[config.mk]
export PLATFORM = sky130hd
export DESIGN_NAME = clk_mode_arbiter
export DESIGN_NICKNAME = d
export VERILOG_FILES = /design/src/rtl/cmr_pkg.sv /design/src/rtl/cmr_ctrl.sv /design/src/rtl/cmr_dpath.sv /design/src/rtl/clk_mode_arbiter.sv
export SDC_FILE = /design/constraint.sdc
export NUM_CORES = 1
export LEC_CHECK = 0
export BUFFER_PORTS_ARGS = -buffer_cell sky130_fd_sc_hd__buf_2
export CORE_AREA = 2 2 39 41
export DETAILED_ROUTE_END_ITERATION = 8
export DIE_AREA = 0 0 41 43
export GPL_TIMING_DRIVEN = 0
export SETUP_SLACK_MARGIN = 0.1
export SYNTH_ARGS = -nofsm -noshare
export SYNTH_HDL_FRONTEND = slang
export SYNTH_SLANG_ARGS = --single-unit
[constraint.sdc]
create_clock -name clk -period 1.1 [get_ports clk]
set_input_delay 0.22 -clock clk [delete_from_list [all_inputs] [get_ports clk]]
set_output_delay 0.22 -clock clk [all_outputs]
set_load 0.03 [all_outputs]
[src/rtl/cmr_pkg.sv]
`timescale 1ns/1ps
package cmr_pkg;

  typedef enum logic [1:0] {
    MODE_SCM     = 2'b00,
    MODE_FLL_INT = 2'b01,
    MODE_BYP_EXT = 2'b10,
    MODE_FLL_EXT = 2'b11
  } clkMode_e;

  // strobes from control to datapath
  typedef struct packed {
    logic takeReq;   // capture request (and first reference select)
    logic holdStat;  // settling window open: keep status
    logic forceScm;  // loss of clock with unstable DCO
  } ctrlStb_t;

  localparam int SEL_W = 2;
  localparam logic [SEL_W-1:0] SEL_DCO = SEL_W'(0);
  localparam logic [SEL_W-1:0] SEL_EXT = SEL_W'(1);

endpackage

[src/rtl/cmr_ctrl.sv]
`timescale 1ns/1ps
module cmr_ctrl
  import cmr_pkg::*;
#(
  parameter int LAG_CYCLES = 4
) (
  input  logic     clk,
  input  logic     rstN,
  input  logic     wrEn,
  input  logic     dcoStable,
  input  logic     lossOfClock,
  output ctrlStb_t stb
);

  localparam int CNT_W = (LAG_CYCLES > 2) ? $clog2(LAG_CYCLES) : 1;
  localparam logic [CNT_W-1:0] LOAD_VAL = CNT_W'(LAG_CYCLES - 1);

  logic [CNT_W-1:0] lagCnt;

  always_ff @(posedge clk or negedge rstN) begin
    if (!rstN) begin
      lagCnt <= '0;
    end else if (wrEn) begin
      lagCnt <= LOAD_VAL;
    end else if (lagCnt != '0) begin
      lagCnt <= lagCnt - CNT_W'(1);
    end
  end

  always_comb begin
    stb.takeReq  = wrEn;
    stb.holdStat = wrEn || (lagCnt != '0);
    stb.forceScm = lossOfClock && !dcoStable;
  end

  // every write reopens the full window
  a_r3_window_reload: assert property (@(posedge clk) disable iff (!rstN)
    wrEn |=> (lagCnt == LOAD_VAL));

  // the window shrinks by one per edge without writes
  a_r3_window_countdown: assert property (@(posedge clk) disable iff (!rstN)
    (!wrEn && lagCnt != '0) |=> (lagCnt == $past(lagCnt) - CNT_W'(1)));

endmodule

[src/rtl/cmr_dpath.sv]
`timescale 1ns/1ps
module cmr_dpath
  import cmr_pkg::*;
(
  input  logic             clk,
  input  logic             rstN,
  input  ctrlStb_t         stb,
  input  logic [1:0]       wrMode,
  input  logic             wrRefSel,
  input  logic             extStable,
  input  logic             dcoStable,
  output clkMode_e         reqMode,
  output clkMode_e         statMode,
  output logic             oscEnable,
  output logic [SEL_W-1:0] outSel
);

  logic refSel;
  logic refLocked;
  logic reachable;

  // request register
  always_ff @(posedge clk or negedge rstN) begin
    if (!rstN) begin
      reqMode <= MODE_SCM;
    end else if (stb.takeReq) begin
      reqMode <= clkMode_e'(wrMode);
    end
  end

  // write-once reference select
  always_ff @(posedge clk or negedge rstN) begin
    if (!rstN) begin
      refSel    <= 1'b0;
      refLocked <= 1'b0;
    end else if (stb.takeReq && !refLocked) begin
      refSel    <= wrRefSel;
      refLocked <= 1'b1;
    end
  end

  always_comb begin
    case (reqMode)
      MODE_SCM:     reachable = 1'b1;
      MODE_FLL_INT: reachable = dcoStable;
      MODE_BYP_EXT: reachable = extStable && refSel;
      MODE_FLL_EXT: reachable = extStable && dcoStable && refSel;
      default:      reachable = 1'b0;
    endcase
  end

  // reached-mode register
  always_ff @(posedge clk or negedge rstN) begin
    if (!rstN) begin
      statMode <= MODE_SCM;
    end else if (stb.forceScm) begin
      statMode <= MODE_SCM;
    end else if (!stb.holdStat) begin
      statMode <= reachable ? reqMode : MODE_SCM;
    end
  end

  assign oscEnable = refSel;
  assign outSel    = (statMode == MODE_BYP_EXT) ? SEL_EXT : SEL_DCO;

  // once locked, the select never moves before the next reset
  a_r10_ref_frozen: assert property (@(posedge clk) disable iff (!rstN)
    refLocked |=> ($stable(refSel) && refLocked));

endmodule

[src/rtl/clk_mode_arbiter.sv]
`timescale 1ns/1ps
module clk_mode_arbiter
  import cmr_pkg::*;
#(
  parameter int LAG_CYCLES = 4
) (
  input  logic       clk,
  input  logic       rstN,
  input  logic       wrEn,
  input  logic [1:0] wrMode,
  input  logic       wrRefSel,
  input  logic       extStable,
  input  logic       dcoStable,
  input  logic       lossOfClock,
  output logic [1:0] reqMode,
  output logic [1:0] statMode,
  output logic       oscEnable,
  output logic [1:0] outSel
);

  ctrlStb_t stb;
  clkMode_e reqModeE;
  clkMode_e statModeE;
  logic [SEL_W-1:0] outSelInt;

  cmr_ctrl #(.LAG_CYCLES(LAG_CYCLES)) ctrl_i (
    .clk        (clk),
    .rstN       (rstN),
    .wrEn       (wrEn),
    .dcoStable  (dcoStable),
    .lossOfClock(lossOfClock),
    .stb        (stb)
  );

  cmr_dpath dpath_i (
    .clk       (clk),
    .rstN      (rstN),
    .stb       (stb),
    .wrMode    (wrMode),
    .wrRefSel  (wrRefSel),
    .extStable (extStable),
    .dcoStable (dcoStable),
    .reqMode   (reqModeE),
    .statMode  (statModeE),
    .oscEnable (oscEnable),
    .outSel    (outSelInt)
  );

  assign reqMode  = reqModeE;
  assign statMode = statModeE;
  assign outSel   = 2'(outSelInt);

  a_r2_request_capture: assert property (@(posedge clk) disable iff (!rstN)
    wrEn |=> (reqMode == $past(wrMode)));

  a_r3_no_early_move: assert property (@(posedge clk) disable iff (!rstN)
    wrEn |=> ($stable(statMode) || statMode == 2'b00));

  a_r5_int_needs_dco: assert property (@(posedge clk) disable iff (!rstN)
    (statMode == 2'b01 && $past(statMode) != 2'b01) |-> $past(dcoStable));

  a_r6_bypass_needs_ext: assert property (@(posedge clk) disable iff (!rstN)
    (statMode == 2'b10 && $past(statMode) != 2'b10) |-> $past(extStable && oscEnable));

  a_r7_ext_fll_needs_all: assert property (@(posedge clk) disable iff (!rstN)
    (statMode == 2'b11 && $past(statMode) != 2'b11)
      |-> $past(extStable && dcoStable && oscEnable));

  a_r9_loss_forces_scm: assert property (@(posedge clk) disable iff (!rstN)
    (lossOfClock && !dcoStable) |=> (statMode == 2'b00));

endmodule

==> impl_metrics.toml <==
[clocking]
worst_skew_pair.late_latency_ns = 0.25
cts-root-buf = "clkbuf_4"
worst_setup_hold_path_clk_slew_ns = 0.06
cts_htree_levels = 1
cts_inserted_buffers = 3
cts.path.max_buffers = 2
clock_tree_from_tritoncts = "built"
numClockSinks = 8

[final_layout]
drive_gt1_frac = 0.517
area_growth_pct = 62.9
register_area_sq_um = 200
num-fill-cells = 142
n_diodes = 0
layoutNonFillerInstCount = 74
utilization = 0.445
multi_input_combinational_cell_area_sq_um = 190
nNetsFinal = 70

[worst_setup_path]
timing.critical_path.from_type = "flip-flop"
worst_ep_arrival_time_ns = 0.92
timing.setup.critical_path_class = "reg2out"
critical_path.top_delay_family = "flip-flops"
worst-path-buf-inv = 1
cp_slowest_cell = "dfrtp_1"
crit_fanout = 3
critPathCaptureType = "primary output"
worst-endpoint-required_ns = 0.88
crit_path_cell_trace = "nor2b_4 > buf_6"
timing.critical_path.slowest_cell_delay_ns = 0.40

[route]
final_antenna_violating_net_count = 0
detail_route.iter0.violations = 2
drt_pre_antenna_iters = 3
drt-vias-per-instance = 4.32
wl_um = 782
avgRoutedWirePerCell_um = 10.6
routed-via-count = 320
remaining_drc_errors = 0

[global_route]
grt_pass1_vias = 299
grt_busiest_layer = "met2"
met3_capacity_usage_during_global_routing = 0.0314
grt.met2_usage = 0.153
wire_length_of_the_first_global_routing_pass_mm = 1.22
grt_max_degree = 9
global_route.usage.total = 0.108
grt_antenna_before_repair = 0
groute.layer.met1.usage = 0.132
gr-total-overflow = 0

[sta]
hold_violations = 0
fin_crit_sh = 1.03
report.final.slew_viol_count = 0
fin_ws_ns = -0.0366
clock_skew_ns = 0.00195
upper_clock_frequency_limit_ghz = 0.880
rsz_0062_raised_after_global_routing = "true"
final.min_clock_period_ns = 1.14
setup_violations = 2

[synthesis]
combinational_family_with_the_most_area_after_synthesis = "simple AND/OR/NAND/NOR gates"
synth.avg_cell_area_sq_um = 11.1
synth_simple_gate_area_share = 0.162
synthCells = 34
ys_seq_elements = 8
synth_nets = 44
synth_adder_area_share = 0.0331
synthDominantAreaCellType = "dfrtp_1"
ys_warn_count = 0
post_synth_num_cell_types = 17
synth.top_cell.area_share = 0.530
synthesized_area_fraction_occupied_by_ao_oa_aoi_and_oai_cells = 0.0762
muxShareOfSynthArea = 0.116
synth_area_sq_um = 378
synth_xor_area_frac = 0.0232
synth_area_leaders = "dfrtp_1 (53%), mux2_1 (8.9%), nor2b_1 (5.0%), a21oi_1 (4.0%), ha_1 (3.3%)"
synth.yosys.seq_area_share = 0.530

[placed_design]
io_buffers = 14
globalplace.congestion = 0.629
placed_cells_incl_taps = 64
pre_cts_ws_ns = 0.0158
detailed_placement_hpwl_um = 552

[floorplan]
floorplan.die.height_um = 43
coreArea_sq_mm = 0.00138
num_io_pins = 16
standard_cell_rows = 14
die_area_sq_mm = 0.00176
effective_utilization_at_floorplan = 0.273
die_w_um = 41

[pwr]
p_leak_nw = 0.289
fin_total_pwr_uw = 807
power_per_cell_area_mw_per_mm2 = 1310
worst_ir_drop_vdd_uv = 575

[job]
max_cap_violations = 0

[worst_hold_path]
worstHoldPathType = "in2reg"

[status]
run_status = "finished with violations"
failed_checks = "negative setup slack"
worst reg2reg max path, delay by kind of cell, from the launching register on:
family / cells / cell delay [ns]
AO/OA/AOI/OAI: 1 / 0.14
AND/OR/NAND/NOR: 2 / 0.28
adder cells (fa/ha/maj): 1 / 0.16
flip-flops: 1 / 0.36
buffers and inverters: 1 / 0.05
sequential cells by signal, indices dropped and copies added (netlist names):
register	count
dpath_i.refLocked	1
dpath_i.reqMode	2
dpath_i.oscEnable	1
dpath_i.statMode	2
ctrl_i.lagCnt	2
final timing paths:
path,start,end,slack (ns),cells past startpoint
setup / recovery,dpath_i.statMode[1],outSel[0],-0.04,2
max in group asynchronous,rstN,dpath_i.reqMode[0],0.60,2
hold reg to reg,dpath_i.refLocked,dpath_i.refLocked,0.47,1
hold / removal,wrMode[1],dpath_i.reqMode[1],0.19,2
setup reg to reg,ctrl_i.lagCnt[0],dpath_i.statMode[1],0.04,5
min in group asynchronous,rstN,dpath_i.statMode[0],0.34,2
power by group:
part / internal [mW] / switching (mW)
sequential: 0.325 / 0.0195
clock: 0.125 / 0.100
combinational: 0.125 / 0.113
synthesized netlist by cell type:
| cell | instances |
|---|---|
| a21oi_1 | 3 |
| nand2b_1 | 2 |
| mux2_1 | 3 |
| mux2i_1 | 1 |
| o2bb2ai_1 | 1 |
| dfrtp_1 | 8 |
| buf_4 | 1 |
| nand2_1 | 1 |
| o21ai_0 | 1 |
| ha_1 | 1 |
| nor2b_1 | 3 |
| nand3b_1 | 1 |
| conb_1 | 1 |
| nand4_1 | 1 |
| inv_1 | 3 |
| xor2_1 | 1 |
| or2_1 | 2 |
logic make-up after synthesis:
group / count (synthesis)
XOR/XNOR: 1
adder cells (fa/ha/maj): 1
buffers and inverters: 4
AND/OR/NAND/NOR: 10
multiplexers: 4
flip-flops: 8
other: 1
AO/OA/AOI/OAI: 5
placed cells by master (no fill, tap or decap), drive strengths merged, types with 2 or more instances in the layout:
| master | Yosys | routed |
|---|---|---|
| buf | 1 | 21 |
| dfrtp | 8 | 8 |
| mux2 | 3 | 3 |
| clkbuf | 0 | 3 |
| inv | 3 | 3 |
| nor2b | 3 | 3 |
| a21oi | 3 | 3 |
| nand2b | 2 | 2 |
| or2 | 2 | 2 |
per-layer routing:
layer	share of wire	wire length, um
met5	0	0
met4	0.013	10
met3	0.063	49
met2	0.50	391
met1	0.42	331
what timing repair did:
| action | 4_1_cts | 5_1_grt |
|---|---|---|
| resized for setup | 12 | 2 |
| pin swaps | 6 | 2 |
| setup buffers | 5 | 1 |
| setup endpoints to repair | 9 | 10 |
| endpoints found under the hold margin | 8 | 0 |
| hold buffers | 1 | 0 |
layout make-up:
type	count	area share
flip-flops and latches	8	0.325
multi-input cells	22	0.309
repair buffers	21	0.266
clock buffers	3	0.0366
well taps	16	0.0325
inverters	3	0.0183
plain buffers	1	0.0122
metrics by stage:
stage | TNS (ns) | instance area, sq um | hold WS (ns)
final | -0.0557 | 616 | 0.187
after global routing | -0.210 | 616 | 0.185
after CTS | -0.0529 | 601 | 0.185
after detailed placement | 0 | 495 | 0.0748
after global placement | 0 | 495 | 0.0739
after floorplan | 0 | 405 | -0.0756
Power figures use the tool's default switching activity.
